File: src/rtl/rxev_pkg.sv
// Package: shared constants and the frame classification record used by the
// receive event register. Assumes a 16-bit event word with a 6-bit hash index.
package rxev_pkg;

    localparam int WORD_W = 16;
    localparam int IDX_W  = 6;

    // Fixed identifier that occupies the low six bits of every word.
    localparam logic [5:0] ID_PAT = 6'b000100;
    localparam logic [WORD_W-1:0] RESET_WORD = {{(WORD_W-6){1'b0}}, ID_PAT};

    // Bit positions decoded by host software.
    localparam int B_IAHASH  = 6;
    localparam int B_DRIBBLE = 7;
    localparam int B_GOOD    = 8;
    localparam int B_HASHED  = 9;
    localparam int B_IA      = 10;
    localparam int B_BCAST   = 11;
    localparam int B_CRCERR  = 12;
    localparam int B_RUNT    = 13;
    localparam int B_EXTRA   = 14;
    localparam int IDX_LO    = 10;

    // Classification of one received frame.
    typedef struct packed {
        logic good;
        logic crc_err;
        logic runt;
        logic extra;
        logic dribble;
        logic hashed;
        logic ia_hash;
        logic ia_ok;
        logic bc_ok;
    } frame_flags_t;

endpackage

File: src/rtl/rxev_classify.sv
// Module: classifies a finished frame from its byte count and filter results,
// and caps the reported length. Purely combinational; assumes its inputs are
// valid in the cycle the end-of-frame strobe is high.
module rxev_classify
    import rxev_pkg::*;
#(
    parameter int LEN_W   = 16,
    parameter int MIN_LEN = 64,
    parameter int MAX_LEN = 1518
) (
    input  logic [LEN_W-1:0] len,
    input  logic             crc_ok,
    input  logic             dribble,
    input  logic             hash_hit,
    input  logic             ia_match,
    input  logic             bcast_match,
    input  logic             ctl_hash_acc,
    input  logic             ctl_ia_acc,
    input  logic             ctl_bcast_acc,
    output frame_flags_t     flags,
    output logic [LEN_W-1:0] len_capped
);

    localparam logic [LEN_W-1:0] MIN_V = LEN_W'(MIN_LEN);
    localparam logic [LEN_W-1:0] MAX_V = LEN_W'(MAX_LEN);

    logic too_short;
    logic too_long;

    // Length range comparisons.
    always_comb begin
        too_short = (len < MIN_V);
        too_long  = (len > MAX_V);
    end

    // Frame flags, with the address matches qualified by goodness and controls.
    always_comb begin
        flags.crc_err = ~crc_ok;
        flags.runt    = too_short;
        flags.extra   = too_long;
        flags.good    = crc_ok & ~too_short & ~too_long;
        flags.dribble = dribble;
        flags.hashed  = hash_hit;
        flags.ia_hash = hash_hit & ctl_hash_acc;
        flags.ia_ok   = ia_match & crc_ok & ~too_short & ~too_long & ctl_ia_acc;
        flags.bc_ok   = bcast_match & crc_ok & ~too_short & ~too_long & ctl_bcast_acc;
    end

    // Bytes past the maximum are dropped, so the length saturates.
    always_comb begin
        len_capped = too_long ? MAX_V : len;
    end

endmodule

File: src/rtl/rxev_compose.sv
// Module: packs frame flags and the hash index into the 16-bit event word.
// When a frame is both good and hashed, the upper field carries the index.
// Purely combinational.
module rxev_compose
    import rxev_pkg::*;
(
    input  frame_flags_t      flags,
    input  logic [IDX_W-1:0]  hash_idx,
    output logic [WORD_W-1:0] word
);

    logic idx_mode;

    // Selects the meaning of the upper six bits.
    always_comb idx_mode = flags.hashed & flags.good;

    // Word assembly.
    always_comb begin
        word            = '0;
        word[5:0]       = ID_PAT;
        word[B_IAHASH]  = flags.ia_hash;
        word[B_DRIBBLE] = flags.dribble;
        word[B_GOOD]    = flags.good;
        word[B_HASHED]  = flags.hashed;
        if (idx_mode) begin
            word[IDX_LO +: IDX_W] = hash_idx;
        end else begin
            word[B_IA]     = flags.ia_ok;
            word[B_BCAST]  = flags.bc_ok;
            word[B_CRCERR] = flags.crc_err;
            word[B_RUNT]   = flags.runt;
            word[B_EXTRA]  = flags.extra;
        end
    end

endmodule

File: src/rtl/rxev_irq.sv
// Module: level interrupt. Set by a capture that carries an enabled cause,
// cleared by a host read of the event word. A capture in the same cycle as a
// read decides the new level. Synchronous active-low reset.
module rxev_irq (
    input  logic clk,
    input  logic rst_n,
    input  logic capture,
    input  logic cause,
    input  logic clear,
    output logic irq
);

    // Interrupt level register.
    always_ff @(posedge clk) begin
        if (!rst_n) begin
            irq <= 1'b0;
        end else begin
            irq <= (capture & cause) | (irq & ~clear);
        end
    end

    // a pending interrupt with no read stays high.
    a_r12_irq_hold: assert property (@(posedge clk) disable iff (!rst_n)
        (irq && !clear) |=> irq);

    // a read with no interrupting capture drops the interrupt.
    a_r12_irq_clear: assert property (@(posedge clk) disable iff (!rst_n)
        (clear && !(capture && cause)) |=> !irq);

endmodule

File: src/rtl/rx_event_reg.sv
// Module: top of the receive event register. Holds the clear-on-read event
// word, the status copy and the capped frame length, and drives the interrupt.
// Assumes eof_valid is a single-cycle strobe with its attributes valid alongside.
module rx_event_reg
    import rxev_pkg::*;
#(
    parameter int LEN_W   = 16,
    parameter int MIN_LEN = 64,
    parameter int MAX_LEN = 1518
) (
    input  logic             clk,
    input  logic             rst_n,
    input  logic             eof_valid,
    input  logic [LEN_W-1:0] eof_len,
    input  logic             eof_crc_ok,
    input  logic             eof_dribble,
    input  logic             eof_hash_hit,
    input  logic [5:0]       eof_hash_idx,
    input  logic             eof_ia_match,
    input  logic             eof_bcast_match,
    input  logic             ctl_hash_acc,
    input  logic             ctl_ia_acc,
    input  logic             ctl_bcast_acc,
    input  logic             ie_good,
    input  logic             ie_crc,
    input  logic             ie_runt,
    input  logic             ie_extra,
    input  logic             evt_rd,
    output logic [15:0]      evt_word,
    output logic [15:0]      stat_word,
    output logic [LEN_W-1:0] frame_len,
    output logic             irq
);

    frame_flags_t      flags;
    logic [LEN_W-1:0]  len_capped;
    logic [WORD_W-1:0] new_word;
    logic              irq_cause;

    rxev_classify #(
        .LEN_W  (LEN_W),
        .MIN_LEN(MIN_LEN),
        .MAX_LEN(MAX_LEN)
    ) u_classify (
        .len          (eof_len),
        .crc_ok       (eof_crc_ok),
        .dribble      (eof_dribble),
        .hash_hit     (eof_hash_hit),
        .ia_match     (eof_ia_match),
        .bcast_match  (eof_bcast_match),
        .ctl_hash_acc (ctl_hash_acc),
        .ctl_ia_acc   (ctl_ia_acc),
        .ctl_bcast_acc(ctl_bcast_acc),
        .flags        (flags),
        .len_capped   (len_capped)
    );

    rxev_compose u_compose (
        .flags   (flags),
        .hash_idx(eof_hash_idx),
        .word    (new_word)
    );

    // Interrupt cause from raw classification, independent of the index overlay.
    always_comb begin
        irq_cause = (flags.good & ie_good) | (flags.crc_err & ie_crc) |
                    (flags.runt & ie_runt) | (flags.extra & ie_extra);
    end

    rxev_irq u_irq (
        .clk    (clk),
        .rst_n  (rst_n),
        .capture(eof_valid),
        .cause  (irq_cause),
        .clear  (evt_rd),
        .irq    (irq)
    );

    // Event word: capture wins over a simultaneous read; a lone read clears it.
    always_ff @(posedge clk) begin
        if (!rst_n) begin
            evt_word <= RESET_WORD;
        end else if (eof_valid) begin
            evt_word <= new_word;
        end else if (evt_rd) begin
            evt_word <= RESET_WORD;
        end
    end

    // Status copy: follows captures only.
    always_ff @(posedge clk) begin
        if (!rst_n) begin
            stat_word <= RESET_WORD;
        end else if (eof_valid) begin
            stat_word <= new_word;
        end
    end

    // Frame length register: loads the capped count on every capture.
    always_ff @(posedge clk) begin
        if (!rst_n) begin
            frame_len <= '0;
        end else if (eof_valid) begin
            frame_len <= len_capped;
        end
    end

    // a lone read returns the event word to its idle value.
    a_r9_read_clears: assert property (@(posedge clk) disable iff (!rst_n)
        (evt_rd && !eof_valid) |=> (evt_word == 16'h0004));

    // the status copy ignores reads.
    a_r9_status_kept: assert property (@(posedge clk) disable iff (!rst_n)
        (!eof_valid) |=> $stable(stat_word));

    // after a capture both words agree, even with a read alongside.
    a_r13_copies_match: assert property (@(posedge clk) disable iff (!rst_n)
        eof_valid |=> (evt_word == stat_word));

    // the reported length never exceeds the maximum frame size.
    a_r11_len_capped: assert property (@(posedge clk) disable iff (!rst_n)
        eof_valid |=> (frame_len <= LEN_W'(MAX_LEN)));

    // a good frame was captured only from an in-range count.
    a_r3_good_range: assert property (@(posedge clk) disable iff (!rst_n)
        (eof_valid && (eof_len < LEN_W'(MIN_LEN))) |=> !evt_word[B_GOOD]);

endmodule

File: config.mk
export PLATFORM = sky130hd
export DESIGN_NAME = rx_event_reg
export DESIGN_NICKNAME = d
export VERILOG_FILES = /design/src/rtl/rxev_pkg.sv /design/src/rtl/rxev_classify.sv /design/src/rtl/rxev_compose.sv /design/src/rtl/rxev_irq.sv /design/src/rtl/rx_event_reg.sv
export SDC_FILE = /design/constraint.sdc
export NUM_CORES = 1
export LEC_CHECK = 0
export BUFFER_PORTS_ARGS = -buffer_cell sky130_fd_sc_hd__buf_4
export CAP_MARGIN = 15
export CORE_UTILIZATION = 25
export CTS_BUF_LIST = sky130_fd_sc_hd__clkbuf_16
export CTS_CLUSTER_SIZE = 10
export DETAILED_ROUTE_END_ITERATION = 12
export GPL_TIMING_DRIVEN = 0
export PLACE_DENSITY = 0.6
export SYNTH_ARGS = -nofsm -noshare
export SYNTH_HDL_FRONTEND = slang
export SYNTH_SLANG_ARGS = --single-unit
File: constraint.sdc
create_clock -name clk -period 1.71 [get_ports clk]
set_input_delay 0.171 -clock clk [delete_from_list [all_inputs] [get_ports clk]]
set_output_delay 0.171 -clock clk [all_outputs]
set_load 0.01 [all_outputs]
== Word-level counts from Yosys, hierarchy flattened ==
Index checks and enable logic that the tools add are counted.

* Bitwise logic cells: 26
* Order comparisons: 2
* Reduce and logical (&&, ||, !) cells: 1
* Mux-type cells: 5

{| class="wikitable"
|+ Operators with widths
! cell !! count
|-
| 2-to-1 mux 16 bit || 3
|-
| AND 1 bit || 18
|-
| > comparator 16 x 11 -> 1 bit (second input constant) || 1
|-
| less-than comparator 16 x 7 -> 1 bit (second input constant) || 1
|-
| 2-to-1 mux 5 bit || 1
|-
| NOT 1 bit || 4
|-
| OR 1 bit || 4
|-
| nonzero test 2 bit || 1
|-
| 2-to-1 mux 1 bit || 1
|}

* Input port bits: 38
* Bits in registers: 37

== Logic depth before layout (Yosys ltp) ==
* Depth in word-level cells: 10
* Mapped depth: 6
* Mapped depth without buffers: 5

== By module ==
Synthesis repeated with hierarchy kept, for this count alone.

* Cell total of the unflattened synthesis: 246
* Area total of the unflattened synthesis: 2349.8 µm²

{| class="wikitable"
|+ By module, submodules not included
! module !! area an instance (µm²) !! cells each !! instances
|-
| rx_event_reg || 1841.8 || 178 || 1
|-
| rxev_classify || 314.1 || 45 || 1
|-
| rxev_compose || 152.6 || 19 || 1
|-
| rxev_irq || 41.3 || 4 || 1
|}

== Worst setup path after synthesis ==
No wires, ideal clock.

* Kind: in2reg
* From: in eof_len[9]
* To: reg evt_word[13]
* Data required time: 1.622 ns
* Arrival: 1.362 ns
* Stages on the path: 6
* Path slack: 0.260 ns
* Cell sequence: nand4bb_4 > nor4b_4 > o21a_4 > buf_8 > nand4_4 > a311oi_2

* Cells in the longest elaborated chain, start to end: 7

{| class="wikitable"
|+ Ends and longest elaborated chain
! element !! line !! source
|-
| start: declaration || rx_event_reg.sv:14 || <nowiki>input logic [LEN_W-1:0] eof_len,</nowiki>
|-
| less-than comparator 16 x 7 -> 1 bit || rxev_classify.sv:32 || <nowiki>too_short = (len < MIN_V);</nowiki>
|-
| NOT 1 bit || rxev_classify.sv:41 || <nowiki>flags.good = crc_ok & ~too_short & ~too_long;</nowiki>
|-
| AND 1 bit (2 in series) || rxev_classify.sv:41 ||
|-
| AND 1 bit || rxev_compose.sv:15 || <nowiki>always_comb idx_mode = flags.hashed & flags.good;</nowiki>
|-
| 2-to-1 mux 5 bit (*) || rxev_compose.sv:25 || <nowiki>if (idx_mode) begin</nowiki>
|-
| 2-to-1 mux 16 bit (*) || rx_event_reg.sv:83 || <nowiki>end else if (eof_valid) begin</nowiki>
|-
| end signal: assignment || rx_event_reg.sv:84 || <nowiki>evt_word <= new_word;</nowiki>
|-
| end: declaration || rx_event_reg.sv:29 || <nowiki>output logic [15:0] evt_word,</nowiki>
|}

Every way passes the cells marked *; elsewhere a longest branch is shown, timed or not.
A chain may end at the register's enable or synchronous reset.

== Worst setup path after layout ==
* From: in eof_len[15]
* To: reg stat_word[15]

* Cells in the longest elaborated chain, start to end: 6

{| class="wikitable"
|+ Ends and longest elaborated chain
! element !! line !! source
|-
| less-than comparator 16 x 7 -> 1 bit || rxev_classify.sv:32 ||
|-
| NOT 1 bit || rxev_classify.sv:41 ||
|-
| AND 1 bit || rxev_classify.sv:41 ||
|-
| AND 1 bit (*) || rxev_classify.sv:41 ||
|-
| AND 1 bit (*) || rxev_compose.sv:15 ||
|-
| 2-to-1 mux 1 bit (*) || rxev_compose.sv:25 ||
|-
| end signal: assignment || rx_event_reg.sv:95 || <nowiki>stat_word <= new_word;</nowiki>
|-
| end: declaration || rx_event_reg.sv:30 || <nowiki>output logic [15:0] stat_word,</nowiki>
|}

Marked as above.

==> flow_metrics.env <==
export IMPL_grt_pass1_vias=1483
export IMPL_layout_min_cycle_time_ns=1.58
export IMPL_drt_initial_drc_count=76
export IMPL_clkTransAtPathRegs_ns=0.06
export IMPL_ys_types=33
export IMPL_drc_errors=0
export IMPL_antennaDiodeCount=0
export IMPL_wl_met3_microns=357
export IMPL_grt_overflow=0
export IMPL_netlist_area_leader_share_pct=44.5
export IMPL_routed_wl_microns=4690
export IMPL_top_layer="met4"
export IMPL_synthArstFlopShare_pct=0
export IMPL_hold_viol_final=0
export IMPL_crit_path_end_kind="register"
export IMPL_grt_pass1_wl_microns=7400
export IMPL_slowest_delay_ns=0.51
export IMPL_pin_count=87
export IMPL_yosys_area_top_type="dfxtp_1"
export IMPL_final_cell_area_sq_um=2530
export IMPL_maxSlewViolCount=0
export IMPL_die_y_microns=83.6
export IMPL_slowest_stage="nand4_1"
export IMPL_coreArea_sq_um=6390
export IMPL_numCtsBuffers=5
export IMPL_yosysWarnings=0
export IMPL_synthToLayoutAreaGrowth_pct=52.2
export IMPL_met2_length_microns=2200
export IMPL_initial_core_util_pct=26.1
export IMPL_io_buffers=72
export IMPL_netlist_area_sq_um=1660
export IMPL_post_cts_buffers=0
export IMPL_worstMarginPinSlew_ns=0.685
export IMPL_fill_cells=669
export IMPL_worst_slew_margin_rel_pct=54.2
export IMPL_p_per_area_nw_per_um2=948
export IMPL_hold_class="in -> reg"
export IMPL_r2r_setup_slack_ns=0.95
export IMPL_setup_viol=0
export IMPL_dr_pass1_iters=4
export IMPL_place_area_sq_um=2340
export IMPL_finalClockSkew_ns=0
export IMPL_clk_latency_ns=0.28
export IMPL_clock_sinks=37
export IMPL_wl_per_cell_microns=13.3
export IMPL_max_clock_freq_mhz=634
export IMPL_path_max_fanout=10
export IMPL_rsz0062_at_grt="no"
export IMPL_nets=314
export IMPL_synth_area_leaders="dfxtp_1 (45%), buf_4 (5.4%), a21oi_1 (5.1%), o21ai_0 (3.9%), a31oi_1 (3.4%)"
export IMPL_cts_buffer_depth=2
export IMPL_drive_above_1_share_pct=37.2
export IMPL_p_leak_nw=1.13
export IMPL_worst_slack_ns=0.134
export IMPL_critPathArrivalTime_ns=1.75
export IMPL_dieArea_sq_um=6990
export IMPL_seq_area_frac_synth_pct=44.5
export IMPL_max_cap_violations=0
export IMPL_crit_type="in -> reg"
export IMPL_drt_met1_wl_microns=2090
export IMPL_ys_flop_type="dfxtp_1"
export IMPL_grtUsageTotal_pct=13.7
export IMPL_synth_edf_count=0
export IMPL_vias=1574
export IMPL_worst_setup_path_start_kind="primary input"
export IMPL_ys_ff_latch=37
export IMPL_hpwl_microns=3530
export IMPL_die_w_microns=83.6
export IMPL_synth_avg_cell_area_sq_um=8.90
export IMPL_htreeDepth=2
export IMPL_rows=29
export IMPL_status="finished clean"
export IMPL_peakVddDrop_mv=0.393
export IMPL_ctsHoldBuffers=0
export IMPL_syn_inst=187
export IMPL_timing_final_crit_share_pct=92.2
export IMPL_cp_required_ns=1.88
export IMPL_final_antenna_net_count=0
export IMPL_cp_cell_sequence="buf_4, nor4_4, nand4_1, nor4b_2, o21a_1"
export IMPL_grt_max_degree=14
export IMPL_yosysMostFrequentCell="dfxtp_1"
export IMPL_ctsRootBufferMaster="clkbuf_16"
export IMPL_antenna_found_initial=0
export IMPL_dp_slack_ns=-0.175
export IMPL_post_cts_resized=0
export IMPL_synth_commonest_cells="dfxtp_1 (37), a21oi_1 (17), nand2_1 (15), o21ai_0 (13), buf_4 (12)"
export IMPL_tritoncts="yes"
export IMPL_gp_congestion=0.760
export IMPL_viasPerCell=4.45
[cell families (layout without fill, tap and decap cells)]
logic type	after synthesis	count (layout)	synth area share (%)
AO/OA/AOI/OAI	53	53	19.8
buffers and inverters	29	109	10.0
flip-flops	37	37	44.5
multiplexers	1	1	0.602
other	2	12	0.451
AND/OR/NAND/NOR	65	65	24.6
[state kept, by name, indices dropped and copies added (netlist names)]
register / count
frame_len: 16
evt_word: 10
stat_word: 10
u_irq.irq: 1
[stage by stage]
stage | TNS, ns | utilization, % | hold slack, ns | power, mW | std cells
6_report | 0 | 39.7 | 0.170 | 2.40 | 354
2_1_floorplan | 0 | - | 0.309 | 1.06 | 197
3_5_place_dp | -0.955 | 36.6 | 0.447 | 1.22 | 346
4_1_cts | 0 | 39.7 | 0.168 | 2.42 | 354
5_1_grt | 0 | 39.7 | 0.181 | 2.49 | 354
3_3_place_gp | -0.775 | 36.6 | 0.444 | 1.22 | 346
[worst paths after layout]
check	from	endpoint	cells past startpoint
setup / recovery	eof_len[15]	stat_word[15]	5
hold / removal	rst_n	stat_word[13]	3
setup reg to reg	u_irq.irq	u_irq.irq	3
hold reg to reg	evt_word[11]	evt_word[11]	2
[report_power, final]
part           leakage, nW  internal, mW  switching [mW]
sequential           0.303         0.893          0.0158
clock               0.0944         0.840           0.362
combinational        0.732         0.147           0.144
[cell type report]
type	count	area, sq um	share of cell area (%)
multi-input cells	131	795	31.4
flip-flops and latches	37	741	29.2
repair buffers	72	541	21.3
plain buffers	22	140	5.53
clock buffers	5	125	4.94
well taps	77	96.3	3.80
clock inverters	3	68.8	2.72
inverters	7	26.3	1.04
[worst max-delay path, delay by kind of cell]
family                 cells  cell delay, ns
AOI/OAI and AO/OA          1            0.20
buffers and inverters      1            0.12
and+or+nand+nor            3            1.26
[routing by layer]
metal  global-route usage [%]  up-vias
li1                         -      806
met1                     17.8      707
met2                     20.7       57
met3                     4.55        4
met4                     5.55        0
met5                        0        -
[placed cells by master, fill, tap and decap left out, types with 2 or more instances in the layout]
cell / n
nor2_1: 11
and2_1: 7
a21oi_1: 17
nand2_1: 15
clkbuf_1: 8
nand3_1: 7
clkbuf_16: 5
a31oi_1: 9
o21ai_0: 13
buf_4: 84
dfxtp_1: 37
o21a_1: 3
nand2b_1: 6
inv_1: 7
conb_1: 12
a21boi_0: 5
nor2b_1: 7
nand4_1: 5
bufinv_16: 2
Power figures use the tool's default switching activity.
